`config.mk`:
```
export PLATFORM = sky130hd
export DESIGN_NAME = enc_capture_bank
export DESIGN_NICKNAME = d
export VERILOG_FILES = /design/src/rtl/enc_cap_pkg.sv /design/src/rtl/ecb_live_stage.sv /design/src/rtl/ecb_trig_ctrl.sv /design/src/rtl/ecb_cap_bank.sv /design/src/rtl/ecb_spd_hist.sv /design/src/rtl/enc_capture_bank.sv
export SDC_FILE = /design/constraint.sdc
export NUM_CORES = 1
export LEC_CHECK = 0
export ABC_AREA = 1
export CAP_MARGIN = 15
export CORE_MARGIN = 3
export CORE_UTILIZATION = 40
export DETAILED_ROUTE_END_ITERATION = 6
export GPL_TIMING_DRIVEN = 0
export PLACE_DENSITY = 0.55
export SLEW_MARGIN = 30
export SYNTH_ARGS = -nofsm -noshare
export SYNTH_HDL_FRONTEND = slang
export SYNTH_SLANG_ARGS = --single-unit
```
`constraint.sdc`:
```
create_clock -name clk -period 2.3 [get_ports clk]
set_input_delay 0.575 -clock clk [delete_from_list [all_inputs] [get_ports clk]]
set_output_delay 0.575 -clock clk [all_outputs]
set_load 0.01 [all_outputs]
```
`src/rtl/enc_cap_pkg.sv`:
```
package enc_cap_pkg;
   localparam int NUM_CNT  = 4;
   localparam int NUM_BANK = 4;

   typedef enum logic [1:0] {
      BANK_LIVE  = 2'd0,
      BANK_READ  = 2'd1,
      BANK_SNAP0 = 2'd2,
      BANK_SNAP1 = 2'd3
   } bank_sel_e;

   localparam int IDX_REV  = 0;
   localparam int IDX_POS  = 1;
   localparam int IDX_SPD  = 2;
   localparam int IDX_TMR  = 3;
endpackage

```
`src/rtl/ecb_live_stage.sv`:
```
module ecb_live_stage #(
   parameter int CW      = 32,
   parameter int NCNT    = 4,
   parameter int NPAUSE  = 3
) (
   input  logic                      clk,
   input  logic                      rst_n,
   input  logic [NCNT-1:0][CW-1:0]   live,
   input  logic                      pause_in,
   input  logic [NPAUSE-1:0]         pause_mask,
   output logic [NCNT-1:0][CW-1:0]   cur_q
);
   for (genvar i = 0; i < NCNT; i++) begin : g_cnt
      if (i < NPAUSE) begin : g_pausable
         logic hold;
         assign hold = pause_in & pause_mask[i];
         always_ff @(posedge clk or negedge rst_n) begin
            if (!rst_n)     cur_q[i] <= '0;
            else if (!hold) cur_q[i] <= live[i];
         end

         pause_hold_chk: assert property (@(posedge clk) disable iff (!rst_n)
            (pause_in && pause_mask[i]) |=> $stable(cur_q[i]));
      end else begin : g_free
         always_ff @(posedge clk or negedge rst_n) begin
            if (!rst_n) cur_q[i] <= '0;
            else        cur_q[i] <= live[i];
         end
      end

      live_follow_chk: assert property (@(posedge clk) disable iff (!rst_n)
         !pause_in |=> cur_q[i] == $past(live[i]));
   end
endmodule

```
`src/rtl/ecb_trig_ctrl.sv`:
```
module ecb_trig_ctrl #(
   parameter int NUM_EVT  = 4,
   parameter int NUM_SNAP = 2
) (
   input  logic                clk,
   input  logic                rst_n,
   input  logic                cmd_rd_wr,
   input  logic [NUM_EVT-1:0]  evt_flags,
   input  logic [NUM_EVT-1:0]  rd_en_mask,
   input  logic                snap_en,
   input  logic [NUM_SNAP-1:0] snap_in,
   output logic                rd_pend_q,
   output logic                load_read,
   output logic [NUM_SNAP-1:0] load_snap
);
   logic [NUM_SNAP-1:0] snap_prev_q;
   logic                evt_hit;

   always_ff @(posedge clk or negedge rst_n) begin
      if (!rst_n) begin
         rd_pend_q   <= 1'b0;
         snap_prev_q <= '0;
      end else begin
         rd_pend_q   <= cmd_rd_wr;
         snap_prev_q <= snap_in;
      end
   end

   assign evt_hit   = |(evt_flags & rd_en_mask);
   assign load_read = rd_pend_q | evt_hit;
   assign load_snap = snap_en ? (snap_in & ~snap_prev_q) : '0;


   pend_clear_chk: assert property (@(posedge clk) disable iff (!rst_n)
      (rd_pend_q && !cmd_rd_wr) |=> !rd_pend_q);

   snap_once_chk: assert property (@(posedge clk) disable iff (!rst_n)
      (load_snap != '0) |=> ((load_snap & $past(load_snap)) == '0));
endmodule

```
`src/rtl/ecb_cap_bank.sv`:
```
module ecb_cap_bank #(
   parameter int CW   = 32,
   parameter int NCNT = 4
) (
   input  logic                      clk,
   input  logic                      rst_n,
   input  logic                      cap_en,
   input  logic [NCNT-1:0][CW-1:0]   src,
   output logic [NCNT-1:0][CW-1:0]   view
);
   logic [NCNT-1:0][CW-1:0] bank_q;

   always_ff @(posedge clk or negedge rst_n) begin
      if (!rst_n)      bank_q <= '0;
      else if (cap_en) bank_q <= src;
   end

   assign view = cap_en ? src : bank_q;


   bank_hold_chk: assert property (@(posedge clk) disable iff (!rst_n)
      !cap_en |=> $stable(bank_q));

   bank_load_chk: assert property (@(posedge clk) disable iff (!rst_n)
      cap_en |=> bank_q == $past(src));
endmodule

```
`src/rtl/ecb_spd_hist.sv`:
```
module ecb_spd_hist #(
   parameter int CW    = 32,
   parameter int DEPTH = 4,
   parameter int IDX_W = 3
) (
   input  logic             clk,
   input  logic             rst_n,
   input  logic             push,
   input  logic [CW-1:0]    din,
   input  logic [IDX_W-1:0] idx,
   output logic [CW-1:0]    rdata
);
   localparam int SEL_W = $clog2(DEPTH);
   localparam logic [IDX_W-1:0] LAST = IDX_W'(DEPTH - 1);

   logic [DEPTH-1:0][CW-1:0] hist_q;

   for (genvar e = 0; e < DEPTH; e++) begin : g_ent
      if (e == 0) begin : g_head
         always_ff @(posedge clk or negedge rst_n) begin
            if (!rst_n)    hist_q[e] <= '0;
            else if (push) hist_q[e] <= din;
         end
      end else begin : g_tail
         always_ff @(posedge clk or negedge rst_n) begin
            if (!rst_n)    hist_q[e] <= '0;
            else if (push) hist_q[e] <= hist_q[e-1];
         end

         hist_shift_chk: assert property (@(posedge clk) disable iff (!rst_n)
            push |=> hist_q[e] == $past(hist_q[e-1]));
      end
   end

   assign rdata = (idx <= LAST) ? hist_q[idx[SEL_W-1:0]] : '0;


   hist_oor_chk: assert property (@(posedge clk) disable iff (!rst_n)
      (idx > LAST) |-> rdata == '0);

   hist_idle_chk: assert property (@(posedge clk) disable iff (!rst_n)
      !push |=> $stable(hist_q));
endmodule

```
`src/rtl/enc_capture_bank.sv`:
```
module enc_capture_bank
   import enc_cap_pkg::*;
#(
   parameter int CW         = 32,
   parameter int NUM_EVT    = 4,
   parameter int HIST_DEPTH = 4,
   parameter int HIST_IDX_W = 3
) (
   input  logic                  clk,
   input  logic                  rst_n,
   input  logic [CW-1:0]         live_z,
   input  logic [CW-1:0]         live_ph,
   input  logic [CW-1:0]         live_spd,
   input  logic [CW-1:0]         live_tmr,
   input  logic                  pause_in,
   input  logic [2:0]            pause_mask,
   input  logic [NUM_EVT-1:0]    evt_flags,
   input  logic [NUM_EVT-1:0]    rd_en_mask,
   input  logic                  cmd_rd_wr,
   input  logic                  snap_en,
   input  logic [1:0]            snap_in,
   input  logic                  spd_push,
   input  logic [1:0]            bank_sel,
   input  logic [1:0]            cnt_idx,
   output logic [CW-1:0]         bank_rdata,
   input  logic [HIST_IDX_W-1:0] hist_idx,
   output logic [CW-1:0]         hist_rdata,
   output logic                  rd_pend
);
   localparam int NUM_SNAP = 2;
   localparam int NUM_CAP  = NUM_BANK - 1;

   if (CW < 1) begin : g_bad_cw
      $error("CW must be at least 1");
   end
   if (NUM_EVT < 1) begin : g_bad_evt
      $error("NUM_EVT must be at least 1");
   end
   if (HIST_DEPTH < 2) begin : g_bad_depth
      $error("HIST_DEPTH must be at least 2");
   end
   if ((1 << HIST_IDX_W) <= HIST_DEPTH) begin : g_bad_idxw
      $error("HIST_IDX_W must reach past the last history entry");
   end

   logic [NUM_CNT-1:0][CW-1:0]               live_vec;
   logic [NUM_CNT-1:0][CW-1:0]               cur_q;
   logic [NUM_BANK-1:0][NUM_CNT-1:0][CW-1:0] views;
   logic [NUM_CAP-1:0]                        cap_en;
   logic                                      load_read;
   logic [NUM_SNAP-1:0]                       load_snap;

   assign live_vec[IDX_REV] = live_z;
   assign live_vec[IDX_POS] = live_ph;
   assign live_vec[IDX_SPD] = live_spd;
   assign live_vec[IDX_TMR] = live_tmr;

   ecb_live_stage #(.CW(CW), .NCNT(NUM_CNT), .NPAUSE(3)) u_live (
      .clk        (clk),
      .rst_n      (rst_n),
      .live       (live_vec),
      .pause_in   (pause_in),
      .pause_mask (pause_mask),
      .cur_q      (cur_q)
   );

   ecb_trig_ctrl #(.NUM_EVT(NUM_EVT), .NUM_SNAP(NUM_SNAP)) u_trig (
      .clk        (clk),
      .rst_n      (rst_n),
      .cmd_rd_wr  (cmd_rd_wr),
      .evt_flags  (evt_flags),
      .rd_en_mask (rd_en_mask),
      .snap_en    (snap_en),
      .snap_in    (snap_in),
      .rd_pend_q  (rd_pend),
      .load_read  (load_read),
      .load_snap  (load_snap)
   );

   assign cap_en = {load_snap, load_read};
   assign views[BANK_LIVE] = cur_q;

   for (genvar b = 0; b < NUM_CAP; b++) begin : g_bank
      ecb_cap_bank #(.CW(CW), .NCNT(NUM_CNT)) u_bank (
         .clk    (clk),
         .rst_n  (rst_n),
         .cap_en (cap_en[b]),
         .src    (cur_q),
         .view   (views[b+1])
      );
   end

   assign bank_rdata = views[bank_sel][cnt_idx];

   ecb_spd_hist #(.CW(CW), .DEPTH(HIST_DEPTH), .IDX_W(HIST_IDX_W)) u_hist (
      .clk   (clk),
      .rst_n (rst_n),
      .push  (spd_push),
      .din   (live_spd),
      .idx   (hist_idx),
      .rdata (hist_rdata)
   );


   snap_gate_chk: assert property (@(posedge clk) disable iff (!rst_n)
      (!snap_en && bank_sel == BANK_SNAP0) |=> $stable(views[BANK_SNAP0]) || bank_sel != BANK_SNAP0);
endmodule

```
==> run metrics, run 1 <==
Synth area leaders=dfrtp_1 (51%), nand2_1 (14%), nand3_1 (12%), nand4_1 (5.0%), o21ai_0 (3.6%); DRT iter0 DRCs=3,190; post-synthesis compound-gate area fraction=7.227%; worst min path class=input pin to flop; TritonCTS clock tree=built; Power Dens Cells=782.1 mW/mm2; total wire length=136,600 um; Critical Path AT=2.57 ns; P_leak=20.50 nW; actual slew at the worst max-slew pin=1.158 ns; first-pass GRT wire length=198,500 um; status=complete, but fails checks; GRT overflow=0; TritonCTS Sinks=643; floorplan row count=102; fin util=52.58%; FF-to-FF setup slack=0.82 ns; #FFs+latches synth=643; clock-pin slew on the worst setup and hold paths=0.06 ns; pre-CTS setup slack=-2.192 ns; fin crit period=3.145 ns; Routed WL per cell=24.94 um; CTS Buf Count=74; unrepaired setup endpoints after global routing=yes; syn_nets=4,198; Tot GR Track Use=32.32%; H-tree Lvls=3; hold_ws=0.1853 ns; area leader, netlist=dfrtp_1; Via Count=31,278; Seq/Total Area, Yosys=50.56%; initial core utilization=40.74%; Post-synth top cells=nand2_1 (1,229), nand3_1 (744), dfrtp_1 (643); dpl hpwl=95,950 um; clock power share=37.4%; overall power=32.12 mW; max cap viols=0; PortBufs=212; boundary pin count=219; final routed DRC violation total=0; Slew HR=22.82%; fin worst setup slack=-0.8453 ns; full die area=0.08298 mm2; area of the multi-input gates=0.01493 mm2; FFs w/ async S/R, synth=100.0%; FF+latch area=0.01609 mm2; slowest stage delay, CP=0.50 ns; post-synth top area share=50.56%; post-synthesis xor/xnor area fraction=0%; fill cell count=7,562; GPL Wtd Cong=0.9502; nature of the critical path startpoint=input pin; largest net degree at the start of global routing=79; Clock Skew=0.02819 ns; Switch Pwr=10.06 mW; max-slew violations=0; fin nets=4,536; Synth Flop Type=dfrtp_1; worst vdd ir=0.5487 mV; most used cell, CP=buf_2; crit end category=output pin; vias in the first global route=29,867; slowest stage cell, crit path=buf_2; clock root cell=clkbuf_16; Mapped Cells=4,044; core area=0.07810 mm2; CP cell instances=buf_2 -> buf_2 -> buf_2 -> nor2_1 -> nor2_1 -> nand2_1 -> nand3_1 -> nand3_4 -> nand2_4 -> buf_6; Final Hold Viols=0; Simple-Gate Fraction of Synth Area=32.64%; Area growth syn-to-layout=29.06%; worst-path maximum fanout=10; mux share of post-synthesis cell area=1.132%; violated checks=negative setup slack; Tcrit/Tclk final=136.8%; drt first pass iters=6; die width=288.1 um; Crit Path Class=input pin to output pin; number of routed nets with antenna violations=0; Comb pwr share=20.6%; Clock Path Buffers=3; die height=288.1 um; share of layout cells above drive strength 1=20.22%; Sw Share=31.31%; most numerous cell in the Yosys netlist=nand2_1; vias per cell=5.710; Critical Path RT=1.73 ns; Seq pwr share=42.0%; Pint=22.07 mW; count of flip-flops with a built-in enable after synthesis=0; Adder-Cell Fraction of Synth Area=0%; synthesized cell area=0.03182 mm2; Setup-failing EPs final=33; Synth cell types=21; Yosys warning count=0; clk_lat worst skew=0.64 ns; initial antenna violation count=7; Avg Cell Area, Syn=7.869 um2; fmax=0.3179 GHz; main combinational cell family by area after synthesis=simple AND/OR/NAND/NOR gates
layout by cell type, fill, tap and decap left out, drive strengths merged, types with 97 or more instances in the layout:
master	n
nor2	97
nand2	1239
nand3	746
buf	336
clkbuf	209
nand4	256
dfrtp	643
o21ai	235
inv	250
clkdlybuf4s50	139
a21oi	223
final cells by class:
class                   count  share of cell area (%)
flip-flops and latches    643                   39.18
multi-input cells        2829                   36.34
repair buffers            262                   7.235
plain buffers             326                   5.910
clock buffers             109                   5.343
well taps                1040                   3.168
inverters                 246                   2.273
clock inverters            22                  0.5423
diodes                      1                0.006093
registers in the layout, indices dropped and copies added (netlist names):
signal and count:
u_trig.snap_prev_q 2, g_bank.u_bank.bank_q 384, u_trig.rd_pend_q 1, u_hist.hist_q 128, u_live.cur_q 128
path summary, 6_finish.rpt:
kind | startpoint | to | depth (start not counted)
setup / recovery | bank_sel[0] | bank_rdata[7] | 10
setup reg to reg | u_trig.rd_pend_q | g_bank[0].u_bank.bank_q[49] | 9
hold reg to reg | g_bank[1].u_bank.bank_q[70] | g_bank[1].u_bank.bank_q[70] | 2
min in group asynchronous | rst_n | u_live.cur_q[16] | 2
hold / removal | snap_in[1] | u_trig.snap_prev_q[1] | 1
max in group asynchronous | rst_n | g_bank[0].u_bank.bank_q[86] | 5
layer usage:
layer	global-route usage, %	vias to the layer above	share of wire, %
met5	0	-	0.020
met4	18.29	4	6.3
met3	6.207	316	8.0
met2	49.56	1481	44
met1	42.89	15274	41
li1	-	14203	-
repair_timing:
action                                  4_1_cts  5_1_grt
pin swaps                                   133      106
gates cloned                                 10        7
hold endpoints to repair                     49        0
resized for setup                           764      261
buffers inserted                             18        7
hold buffers                                  1        0
endpoints found under the setup margin       67      102
stage by stage:
stage               TNS [ns]  area, um2  instances
floorplan                  0      31820       4044
global placement           -      35250       5296
detailed placement   -148.51      35530       5306
CTS                   -33.88      40440       5466
global route          -27.74      41070       5477
finish                -25.10      41070       5478
critical path, delay by kind of cell:
| kind | cells | cell delay, ns |
|---|---|---|
| buffers and inverters | 4 | 1.26 |
| and+or+nand+nor | 6 | 0.70 |
power groups by stage:
stage	combinational, mW	sequential [mW]	clock [mW]
floorplan	3.30	13.4	0
global placement	5.49	13.7	0
detailed placement	5.66	13.6	0
CTS	6.33	13.5	12.1
global route	7.20	13.6	12.6
finish	6.61	13.5	12.0
cells by family after synthesis:
family	Yosys count
simple gates	2338
flops	643
buf+inv	572
compound gates	459
mux	32
(Power assumes the default switching activity.)
==> run 2: changes to the inputs <==
==> constraint.sdc (replaced) <==
create_clock -name clk -period 3.09 [get_ports clk]
set_input_delay 0.7725 -clock clk [delete_from_list [all_inputs] [get_ports clk]]
set_output_delay 0.7725 -clock clk [all_outputs]
set_load 0.01 [all_outputs]
==> run 2 against run 1 <==
Against the previous run: the flow finishes with violations (design-rule violations, negative setup slack); final area up 2.3%; largest cell class unchanged; global-route usage grew 0.39 points; core utilization grew 1.2 points; cell count grew 0.42%; via count barely moved; hold slack got worse by 0.13 ns; critical path depth decreased by 1; register-to-register slack gained 0.53 ns; power shrank 25%; setup slack improved by 0.41 ns; wire length grew 0.42%.
==> run metrics, run 2 (synthesis gave the netlist of run 1 again) <==
max-slew violations=0; PortBufs=212; TritonCTS clock tree=built; DRT iter0 DRCs=3,074; clk_lat worst skew=0.64 ns; worst min path class=input pin to async pin; commonest non-fill, non-tap cell in the layout=nand2_1; fin worst setup slack=-0.4334 ns; initial core utilization=40.74%; area of the multi-input gates=0.01539 mm2; Top reg by flops=g_bank.u_bank.bank_q; floorplan row count=102; number of routed nets with antenna violations=0; Clock Path Buffers=3; die width=288.1 um; crit end category=output pin; nature of the critical path startpoint=input pin; vias per cell=5.683; top flop regs=g_bank.u_bank.bank_q: 384 flops, u_hist.hist_q: 128 flops, u_live.cur_q: 128 flops; Tcrit/Tclk final=114.0%; fmax=0.2838 GHz; TritonCTS Sinks=643; Slew HR=30.35%; violated checks=design-rule violations, negative setup slack; core area=0.07810 mm2; Critical Path RT=2.32 ns; initial antenna violation count=5; die height=288.1 um; fill cell count=7,413; slowest stage cell, crit path=buf_2; max cap viols=0; Tot GR Track Use=32.70%; Area growth syn-to-layout=32.09%; CP cell instances=buf_2 -> clkbuf_2 -> buf_2 -> nand3_1 -> nand2_2 -> nand3_4 -> nand3_4 -> nand2_4 -> clkdlybuf4s15_2; fin nets=4,560; most frequent cells in the layout=nand2_1 (1,007), dfrtp_1 (643), nand3_1 (544); Clock Skew=0.02873 ns; CTS Buf Count=74; clock root cell=clkbuf_16; status=complete, but fails checks; dpl hpwl=95,950 um; Largest register FFs=384; ANT cells=0; Setup-failing EPs final=32; clock-pin slew on the worst setup and hold paths=0.05 ns; CP delay by family, top=buffers and inverters; worst-path maximum fanout=10; first-pass GRT wire length=200,700 um; Power Dens Cells=572.9 mW/mm2; hold-fix buffers at CTS=0; final routed DRC violation total=2; Via Count=31,263; Final Hold Viols=0; unrepaired setup endpoints after global routing=yes; boundary pin count=219; H-tree Lvls=3; worst vdd ir=0.4061 mV; total wire length=137,200 um; Crit Path Class=input pin to output pin; Critical Path AT=2.75 ns; fin crit period=3.523 ns; WP buf/inv=4; actual slew at the worst max-slew pin=1.045 ns; overall power=24.08 mW; drt first pass iters=7; Routed WL per cell=24.94 um; slowest stage delay, CP=0.49 ns; largest net degree at the start of global routing=79; FF+latch area=0.01609 mm2; P_leak=20.90 nW; full die area=0.08298 mm2; pre-CTS setup slack=-1.797 ns; GRT overflow=0; GPL Wtd Cong=0.9502; share of layout cells above drive strength 1=21.70%; vias in the first global route=30,191
[run 2: cell types whose count changed in the layout (fill, tap and decap cells not counted), moves of 23 or more]
cell,delta
nand2_1,-35
buf_4,+23
nand3_1,-54
nand3_2,+56
buf_2,-29
dlygate4sd2_1,+25
nand2_4,+32
[run 2: path summary, 6_finish.rpt]
| path | start | to | slack [ns] | cells after the start |
|---|---|---|---|---|
| max in group asynchronous | rst_n | g_bank[0].u_bank.bank_q[111] | 1.58 | 4 |
| worst max register to register | u_trig.rd_pend_q | g_bank[0].u_bank.bank_q[17] | 1.35 | 13 |
| worst min register to register | g_bank[1].u_bank.bank_q[70] | g_bank[1].u_bank.bank_q[70] | 0.46 | 2 |
| min in group clk | g_bank[1].u_bank.bank_q[70] | g_bank[1].u_bank.bank_q[70] | 0.46 | 2 |
| worst min-delay path | rst_n | u_live.cur_q[16] | 0.05 | 1 |
| worst max-delay path | bank_sel[0] | bank_rdata[1] | -0.43 | 9 |
[run 2: stage by stage]
stage	hold WS (ns)	util (%)	instance area [um2]	instances	TNS [ns]
CTS	0.05815	52.89	41310	5494	-11.30
detailed placement	0.4530	45.49	35530	5306	-69.92
global route	0.06837	53.82	42030	5501	-11.91
finish	0.05373	53.82	42030	5501	-9.643
global placement	0.4477	45.13	35250	5296	-
floorplan	0.4367	-	31820	4044	0
[run 2: final cells by class]
| class | count | area share, % |
|---|---|---|
| inverter | 246 | 2.227 |
| buffer | 324 | 5.638 |
| clock inverter | 22 | 0.5299 |
| sequential | 643 | 38.28 |
| timing repair buffer | 288 | 8.391 |
| tap | 1040 | 3.096 |
| clock buffer | 109 | 5.221 |
| multi-input combinational | 2829 | 36.62 |
[run 2: routing by layer]
layer	up-vias	global-route usage, %	share of wire [%]
met2	1522	49.99	44
li1	14246	-	-
met5	-	0	0.015
met1	15137	43.61	41
met3	354	5.922	8.2
met4	4	18.92	6.7
[run 2: worst register-to-register path, delay by kind of cell, from the launching register on]
kind	cells	cell delay (ns)
buffers and inverters	8	0.92
flip-flops	1	0.38
AND/OR/NAND/NOR	5	0.33
[run 2: what timing repair did]
item,CTS,global route
gates cloned,20,6
setup endpoints to repair,64,39
buffers inserted,38,11
resized for setup,865,188
pin swaps,166,140
[run 2: report_power, final]
| group | switching (mW) | internal (mW) | leakage, nW | total, mW |
|---|---|---|---|---|
| combinational | 3.22 | 1.85 | 11.8 | 5.07 |
| sequential | 0.565 | 9.50 | 7.85 | 10.1 |
| clock | 3.77 | 5.18 | 1.20 | 8.95 |
